[src/rtl/hum_pkg.sv]
package hum_pkg;
  typedef enum logic [1:0] {
    SLOT_IDLE = 2'd0,
    SLOT_REQ  = 2'd1,
    SLOT_WAIT = 2'd2
  } slot_state_e;

  typedef struct packed {
    logic       is_load;
    logic [4:0] rd;
  } slot_tag_t;
endpackage

[src/rtl/hum_miss_slot.sv]
module hum_miss_slot
  import hum_pkg::*;
#(
  parameter int RW = 5,
  parameter int AW = 32
) (
  input  logic          clk,
  input  logic          rst_n,
  input  logic          alloc,
  input  logic          alloc_has_rd,
  input  logic [RW-1:0] alloc_rd,
  input  logic [AW-1:0] alloc_addr,
  input  logic          mreq_ready,
  input  logic          rfl_valid,
  output logic          occupied,
  output logic          mreq_valid,
  output logic [AW-1:0] mreq_addr,
  output logic          rfl_accept,
  output logic          slot_has_rd,
  output logic [RW-1:0] slot_rd
);
  slot_state_e   state_q, state_d;
  logic [AW-1:0] addr_q;
  logic [RW-1:0] rd_q;
  logic          has_rd_q;

  always_comb begin
    state_d = state_q;
    case (state_q)
      SLOT_IDLE: if (alloc) state_d = SLOT_REQ;
      SLOT_REQ:  if (mreq_ready) state_d = SLOT_WAIT;
      SLOT_WAIT: if (rfl_valid) state_d = SLOT_IDLE;
      default:   state_d = SLOT_IDLE;
    endcase
  end

  always_ff @(posedge clk) begin
    if (!rst_n) begin
      state_q  <= SLOT_IDLE;
      addr_q   <= '0;
      rd_q     <= '0;
      has_rd_q <= 1'b0;
    end else begin
      state_q <= state_d;
      if (state_q == SLOT_IDLE && alloc) begin
        addr_q   <= alloc_addr;
        rd_q     <= alloc_rd;
        has_rd_q <= alloc_has_rd;
      end
    end
  end

  assign occupied    = (state_q != SLOT_IDLE);
  assign mreq_valid  = (state_q == SLOT_REQ);
  assign mreq_addr   = addr_q;
  assign rfl_accept  = (state_q == SLOT_WAIT) && rfl_valid;
  assign slot_has_rd = has_rd_q;
  assign slot_rd     = rd_q;


  req_hold_chk: assert property (@(posedge clk) disable iff (!rst_n)
    (mreq_valid && !mreq_ready) |=> (mreq_valid && $stable(mreq_addr)));


  req_drop_chk: assert property (@(posedge clk) disable iff (!rst_n)
    (mreq_valid && mreq_ready) |=> !mreq_valid);
endmodule

[src/rtl/hum_busy_vec.sv]
module hum_busy_vec #(
  parameter int NREGS = 32,
  localparam int RW = $clog2(NREGS)
) (
  input  logic             clk,
  input  logic             rst_n,
  input  logic             set_en,
  input  logic [RW-1:0]    set_idx,
  input  logic             clr_en,
  input  logic [RW-1:0]    clr_idx,
  output logic [NREGS-1:0] busy
);
  assign busy[0] = 1'b0;

  for (genvar g = 1; g < NREGS; g++) begin : g_entry
    logic bit_q;
    always_ff @(posedge clk) begin
      if (!rst_n) bit_q <= 1'b0;
      else if (set_en && set_idx == RW'(g)) bit_q <= 1'b1;
      else if (clr_en && clr_idx == RW'(g)) bit_q <= 1'b0;
    end
    assign busy[g] = bit_q;
  end


  single_busy_chk: assert property (@(posedge clk) disable iff (!rst_n)
    $onehot0(busy));


  zero_free_chk: assert property (@(posedge clk) disable iff (!rst_n)
    set_en |-> (set_idx != '0));
endmodule

[src/rtl/hum_hazard.sv]
module hum_hazard #(
  parameter int NREGS = 32,
  localparam int RW = $clog2(NREGS)
) (
  input  logic [NREGS-1:0] busy,
  input  logic             alloc_hit,
  input  logic [RW-1:0]    alloc_rd,
  input  logic             ex_valid,
  input  logic [RW-1:0]    ex_rs1,
  input  logic             ex_rs1_used,
  input  logic [RW-1:0]    ex_rs2,
  input  logic             ex_rs2_used,
  input  logic [RW-1:0]    ex_rd,
  input  logic             ex_rd_wr,
  output logic             hazard
);
  localparam int NOPS = 3;

  logic [RW-1:0] op_idx [NOPS];
  logic [NOPS-1:0] op_use;
  logic [NOPS-1:0] op_block;

  assign op_idx[0] = ex_rs1;
  assign op_idx[1] = ex_rs2;
  assign op_idx[2] = ex_rd;
  assign op_use    = {ex_rd_wr, ex_rs2_used, ex_rs1_used};

  for (genvar g = 0; g < NOPS; g++) begin : g_op
    logic nonzero;
    assign nonzero     = (op_idx[g] != '0);
    assign op_block[g] = op_use[g] && nonzero &&
                         (busy[op_idx[g]] || (alloc_hit && alloc_rd == op_idx[g]));
  end

  assign hazard = ex_valid && (|op_block);
endmodule

[src/rtl/hum_wb_arb.sv]
module hum_wb_arb #(
  parameter int RW   = 5,
  parameter int XLEN = 32
) (
  input  logic            refill_we,
  input  logic [RW-1:0]   refill_rd,
  input  logic [XLEN-1:0] refill_data,
  input  logic            pwb_valid,
  input  logic [RW-1:0]   pwb_rd,
  input  logic [XLEN-1:0] pwb_data,
  output logic            pwb_hold,
  output logic            rf_we,
  output logic [RW-1:0]   rf_waddr,
  output logic [XLEN-1:0] rf_wdata
);
  always_comb begin
    pwb_hold = 1'b0;
    rf_we    = 1'b0;
    rf_waddr = '0;
    rf_wdata = '0;
    if (refill_we) begin
      rf_we    = 1'b1;
      rf_waddr = refill_rd;
      rf_wdata = refill_data;
      pwb_hold = pwb_valid;
    end else if (pwb_valid) begin
      rf_we    = 1'b1;
      rf_waddr = pwb_rd;
      rf_wdata = pwb_data;
    end
  end
endmodule

[src/rtl/hum_scoreboard.sv]
module hum_scoreboard
  import hum_pkg::*;
#(
  parameter int NREGS = 32,
  parameter int XLEN  = 32,
  parameter int AW    = 32,
  localparam int RW   = $clog2(NREGS)
) (
  input  logic            clk,
  input  logic            rst_n,
  input  logic            ex_valid,
  input  logic [RW-1:0]   ex_rs1,
  input  logic            ex_rs1_used,
  input  logic [RW-1:0]   ex_rs2,
  input  logic            ex_rs2_used,
  input  logic [RW-1:0]   ex_rd,
  input  logic            ex_rd_wr,
  input  logic            mem_valid,
  input  logic            mem_is_load,
  input  logic            mem_is_store,
  input  logic            mem_miss,
  input  logic [RW-1:0]   mem_rd,
  input  logic [AW-1:0]   mem_addr,
  output logic            ex_stall,
  output logic            mem_stall,
  output logic            mreq_valid,
  input  logic            mreq_ready,
  output logic [AW-1:0]   mreq_addr,
  input  logic            rfl_valid,
  input  logic [XLEN-1:0] rfl_data,
  input  logic            pwb_valid,
  input  logic [RW-1:0]   pwb_rd,
  input  logic [XLEN-1:0] pwb_data,
  output logic            pwb_hold,
  output logic            rf_we,
  output logic [RW-1:0]   rf_waddr,
  output logic [XLEN-1:0] rf_wdata
);
  logic             miss_seen, occupied, alloc, alloc_has_rd, alloc_hit;
  logic             rfl_accept, slot_has_rd, refill_we, hazard;
  logic [RW-1:0]    slot_rd;
  logic [NREGS-1:0] busy;

  assign miss_seen    = mem_valid && mem_miss && (mem_is_load || mem_is_store);
  assign alloc        = miss_seen && !occupied;
  assign alloc_has_rd = mem_is_load && (mem_rd != '0);
  assign alloc_hit    = alloc && alloc_has_rd;
  assign mem_stall    = miss_seen && occupied;
  assign refill_we    = rfl_accept && slot_has_rd;
  assign ex_stall     = mem_stall || hazard;

  hum_miss_slot #(.RW(RW), .AW(AW)) u_slot (
    .clk         (clk),
    .rst_n       (rst_n),
    .alloc       (alloc),
    .alloc_has_rd(alloc_has_rd),
    .alloc_rd    (mem_rd),
    .alloc_addr  (mem_addr),
    .mreq_ready  (mreq_ready),
    .rfl_valid   (rfl_valid),
    .occupied    (occupied),
    .mreq_valid  (mreq_valid),
    .mreq_addr   (mreq_addr),
    .rfl_accept  (rfl_accept),
    .slot_has_rd (slot_has_rd),
    .slot_rd     (slot_rd)
  );

  hum_busy_vec #(.NREGS(NREGS)) u_busy (
    .clk    (clk),
    .rst_n  (rst_n),
    .set_en (alloc_hit),
    .set_idx(mem_rd),
    .clr_en (refill_we),
    .clr_idx(slot_rd),
    .busy   (busy)
  );

  hum_hazard #(.NREGS(NREGS)) u_haz (
    .busy       (busy),
    .alloc_hit  (alloc_hit),
    .alloc_rd   (mem_rd),
    .ex_valid   (ex_valid),
    .ex_rs1     (ex_rs1),
    .ex_rs1_used(ex_rs1_used),
    .ex_rs2     (ex_rs2),
    .ex_rs2_used(ex_rs2_used),
    .ex_rd      (ex_rd),
    .ex_rd_wr   (ex_rd_wr),
    .hazard     (hazard)
  );

  hum_wb_arb #(.RW(RW), .XLEN(XLEN)) u_arb (
    .refill_we  (refill_we),
    .refill_rd  (slot_rd),
    .refill_data(rfl_data),
    .pwb_valid  (pwb_valid),
    .pwb_rd     (pwb_rd),
    .pwb_data   (pwb_data),
    .pwb_hold   (pwb_hold),
    .rf_we      (rf_we),
    .rf_waddr   (rf_waddr),
    .rf_wdata   (rf_wdata)
  );


  mem_hold_ex_chk: assert property (@(posedge clk) disable iff (!rst_n)
    mem_stall |-> ex_stall);


  refill_wins_chk: assert property (@(posedge clk) disable iff (!rst_n)
    (refill_we && pwb_valid) |-> (pwb_hold && rf_waddr == slot_rd && rf_wdata == rfl_data));


  busy_cleared_chk: assert property (@(posedge clk) disable iff (!rst_n)
    refill_we |=> (busy == '0));


  stray_refill_chk: assert property (@(posedge clk) disable iff (!rst_n)
    (rfl_valid && !occupied) |-> (rf_we == pwb_valid));
endmodule

[config.mk]
export PLATFORM = sky130hd
export DESIGN_NAME = hum_scoreboard
export DESIGN_NICKNAME = d
export VERILOG_FILES = /design/src/rtl/hum_pkg.sv /design/src/rtl/hum_miss_slot.sv /design/src/rtl/hum_busy_vec.sv /design/src/rtl/hum_hazard.sv /design/src/rtl/hum_wb_arb.sv /design/src/rtl/hum_scoreboard.sv
export SDC_FILE = /design/constraint.sdc
export NUM_CORES = 1
export LEC_CHECK = 0
export BUFFER_PORTS_ARGS = -buffer_cell sky130_fd_sc_hd__buf_2
export CAP_MARGIN = 40
export CORE_ASPECT_RATIO = 0.8
export CORE_MARGIN = 5
export CORE_UTILIZATION = 40
export CTS_BUF_LIST = sky130_fd_sc_hd__clkbuf_16
export DETAILED_ROUTE_END_ITERATION = 8
export PLACE_DENSITY = 0.7
export SYNTH_ARGS = -nofsm -noshare
export SYNTH_HDL_FRONTEND = slang
export SYNTH_SLANG_ARGS = --single-unit
export TNS_END_PERCENT = 100
[constraint.sdc]
create_clock -name clk -period 1.7 [get_ports clk]
set_clock_uncertainty 0.1 [all_clocks]
set_input_delay 0.17 -clock clk [delete_from_list [all_inputs] [get_ports clk]]
set_output_delay 0.17 -clock clk [all_outputs]
set_load 0.03 [all_outputs]
==> out/results.ini <==
[worst_setup_path]
r2r-start = u_slot.state_q[0]$_SDFFE_PN0P_
worst_setup_path_start_kind = flop
crit_path_frequent_cell = o2111ai_1
criticalPathCategory = reg -> out
worstPathArrival_ps = 2210
reg2reg_depth = 9
path_cells = mux4_2 > mux2_2 > o221ai_1 > o2111ai_1 > o2111ai_1 > nand4b_1 > buf_6
cp.required_ps = 1430
path_max_fanout = 4
rrSetupSlack_ps = -400
cp-end-kind = output pin
r2r-end = u_busy.g_entry[28].bit_q$_SDFFE_PN0P_
crit_path_max_incr_delay_ps = 470
crit_slowest_cell = mux4_2

[global_routing]
first_global_vias = 6030
overflow = 0
antenna_found_initial = 0
grt_start_max_net_pins = 55
grt_pass1_wl_um = 30600
track_usage = 0.278

[clock_network]
clkTransAtPathRegs_ps = 60
clkSinkCount = 71
clk_latency_ps = 330
cts_htree_levels = 3
root_buffer = clkbuf_16
cts_buffers = 9
clockBufferDepth = 2
cts_tree = done

[layout]
fin_util = 0.740
fin_nets = 1046
drive_gt1_frac = 0.514
final_area_um2 = 8390
synthToLayoutAreaGrowth_pct = 83.3
stdcell_count = 1066

[timing]
slew-limit-headroom = 0.508
fmax_ghz = 0.403
fin_tns_setup_ps = -23350
worst_slew_pin_slew_ps = 738
rsz0062_at_grt = yes
finalCritPeriodShare = 1.46
hold_viol_final = 0
timing.final.ws_setup_ps = -779
timing.final.max_slew_violations = 0
setup_violations = 71
finalWorstPathRequiredPeriod_ps = 2480

[floorplanning]
dieArea_um2 = 13700
chipWidth_um = 130
rows = 35
core_um2 = 11300
start_util = 0.403
die_height_um = 106
pin_count = 208

[min_path]
hp-class = in -> reg
holdCritStartpoint = mreq_ready
hold_end = u_slot.state_q[1]$_SDFFE_PN0P_
holdPathStages = 3

[detailed_routing]
avgViaCountPerCell = 5.57
vias = 5942
wl_per_cell_um = 19.4
wirelength_um = 20700
ant_nets = 0
drt_first_pass_iters = 7
first_iter_violations = 444
drc = 0

[logic_synthesis]
synth-main-ff-cell = dfxtp_1
synthTopCellsByArea = dfxtp_1 31%, nand2_1 16%, a21boi_0 11%
synth.most_common_cell = nand2_1
avgSynthCellArea_um2 = 7.63
seq_area_frac_synth = 0.311
yosysWarnings = 0
synthCells = 600
syn-num-nets = 734
syn_area_um2 = 4580
synth_top_area_share = 0.311
async_flop_share = 0
yosysTopAreaCell = dfxtp_1
synth.distinct_cells = 52
synth.ff_latch_count = 71
synth_edf_count = 0
synth_common_cells = 189 x nand2_1, 73 x o21ai_0, 71 x dfxtp_1, 65 x a21boi_0, 33 x clkbuf_1

[place]
dpl_worst_slack_ps = -543
dp.final_hpwl_um = 12900
dp.cells = 992
placed_cell_area_um2 = 6400
place.gp.congestion = 0.976
io_buffers = 207

[power]
leakage_nw = 3.73
ir_drop_v = 0.000592
power_per_cell_area_nw_per_um2 = 592

[job]
drv_cap = 0

[outcome]
violations = negative setup slack
status = complete, but fails checks

[worst max-delay path: cells and delay by family, from the launching register on]
kind,cells,cell delay [ps]
flip-flops,1,350
buffers and inverters,1,170
AO/OA/AOI/OAI,3,420
multiplexers,2,760
AND/OR/NAND/NOR,1,170
[per-stage QoR]
stage                     hold WS, ps  power (mW)
after floorplan                   215        2.32
after global placement            320        2.70
after detailed placement          327        2.72
after CTS                        1.01        4.91
after global routing             20.2        5.15
final                            6.59        4.97
[repair_timing]
action,4_1_cts,5_1_grt
gates resized for setup,240,80
cloned,10,0
hold endpoints to repair,29,0
buffers inserted,16,6
hold buffers,29,0
pin swaps,52,37
endpoints found under the setup margin,71,73
[cell families (layout without fill, tap and decap cells)]
| group | Yosys count | after routing | share of synthesized area |
|---|---|---|---|
| other | 0 | 1 | 0 |
| multiplexers | 37 | 37 | 0.121 |
| flip-flops | 71 | 71 | 0.311 |
| AO/OA/AOI/OAI | 162 | 162 | 0.229 |
| AND/OR/NAND/NOR | 262 | 262 | 0.253 |
| buffers and inverters | 53 | 370 | 0.0582 |
| XOR/XNOR | 15 | 15 | 0.0287 |
[cell usage in the layout (no fill, tap or decap), types with 19 or more instances in the layout]
master,instances
a21boi_1,22
mux2i_1,19
nand2_1,153
dlygate4sd3_1,29
o21ai_2,35
buf_4,69
a21boi_0,40
buf_2,166
buf_6,61
dfxtp_1,67
nand2_4,22
[layer usage]
layer | track usage | wire length (um) | vias to the layer above
met4 | 0.0957 | 982 | 0
li1 | - | - | 2706
met1 | 0.342 | 7740 | 2805
met5 | 0 | 0 | -
met3 | 0.0780 | 1960 | 92
met2 | 0.463 | 10000 | 339
[final cells by class]
cell class / count / area, um^2
diodes: 1 / 2.50
clock buffers: 9 / 225
clock inverters: 7 / 96.3
fillers: 740 / 2950
inverters: 4 / 15.0
multi-input cells: 476 / 3590
flip-flops and latches: 71 / 1430
well taps: 148 / 185
repair buffers: 350 / 2840
[power breakdown]
group / internal (mW) / switching [mW]
registers: 1.71 / 0.0384
logic: 0.542 / 0.650
clock network: 1.29 / 0.742
total: 3.54 / 1.43
[sequential cells by signal, indices dropped and copies added, names as in the netlist]
register,cells
u_slot.mreq_addr,32
u_slot.slot_has_rd,1
u_slot.state_q,2
u_busy.g_entry.bit_q,31
u_slot.slot_rd,5
[how the worst max path moves through the flow]
stage | from | to | cells after the start
floorplan | ex_rd[0] | ex_stall | 8
global route | u_busy.g_entry[18].bit_q$_SDFFE_PN0P_ | ex_stall | 7
finish | u_busy.g_entry[16].bit_q$_SDFFE_PN0P_ | ex_stall | 7
CTS | u_busy.g_entry[15].bit_q$_SDFFE_PN0P_ | ex_stall | 8
detailed placement | ex_rd[0] | ex_stall | 8
global placement | ex_rs1[0] | ex_stall | 8
(Power assumes the default switching activity.)
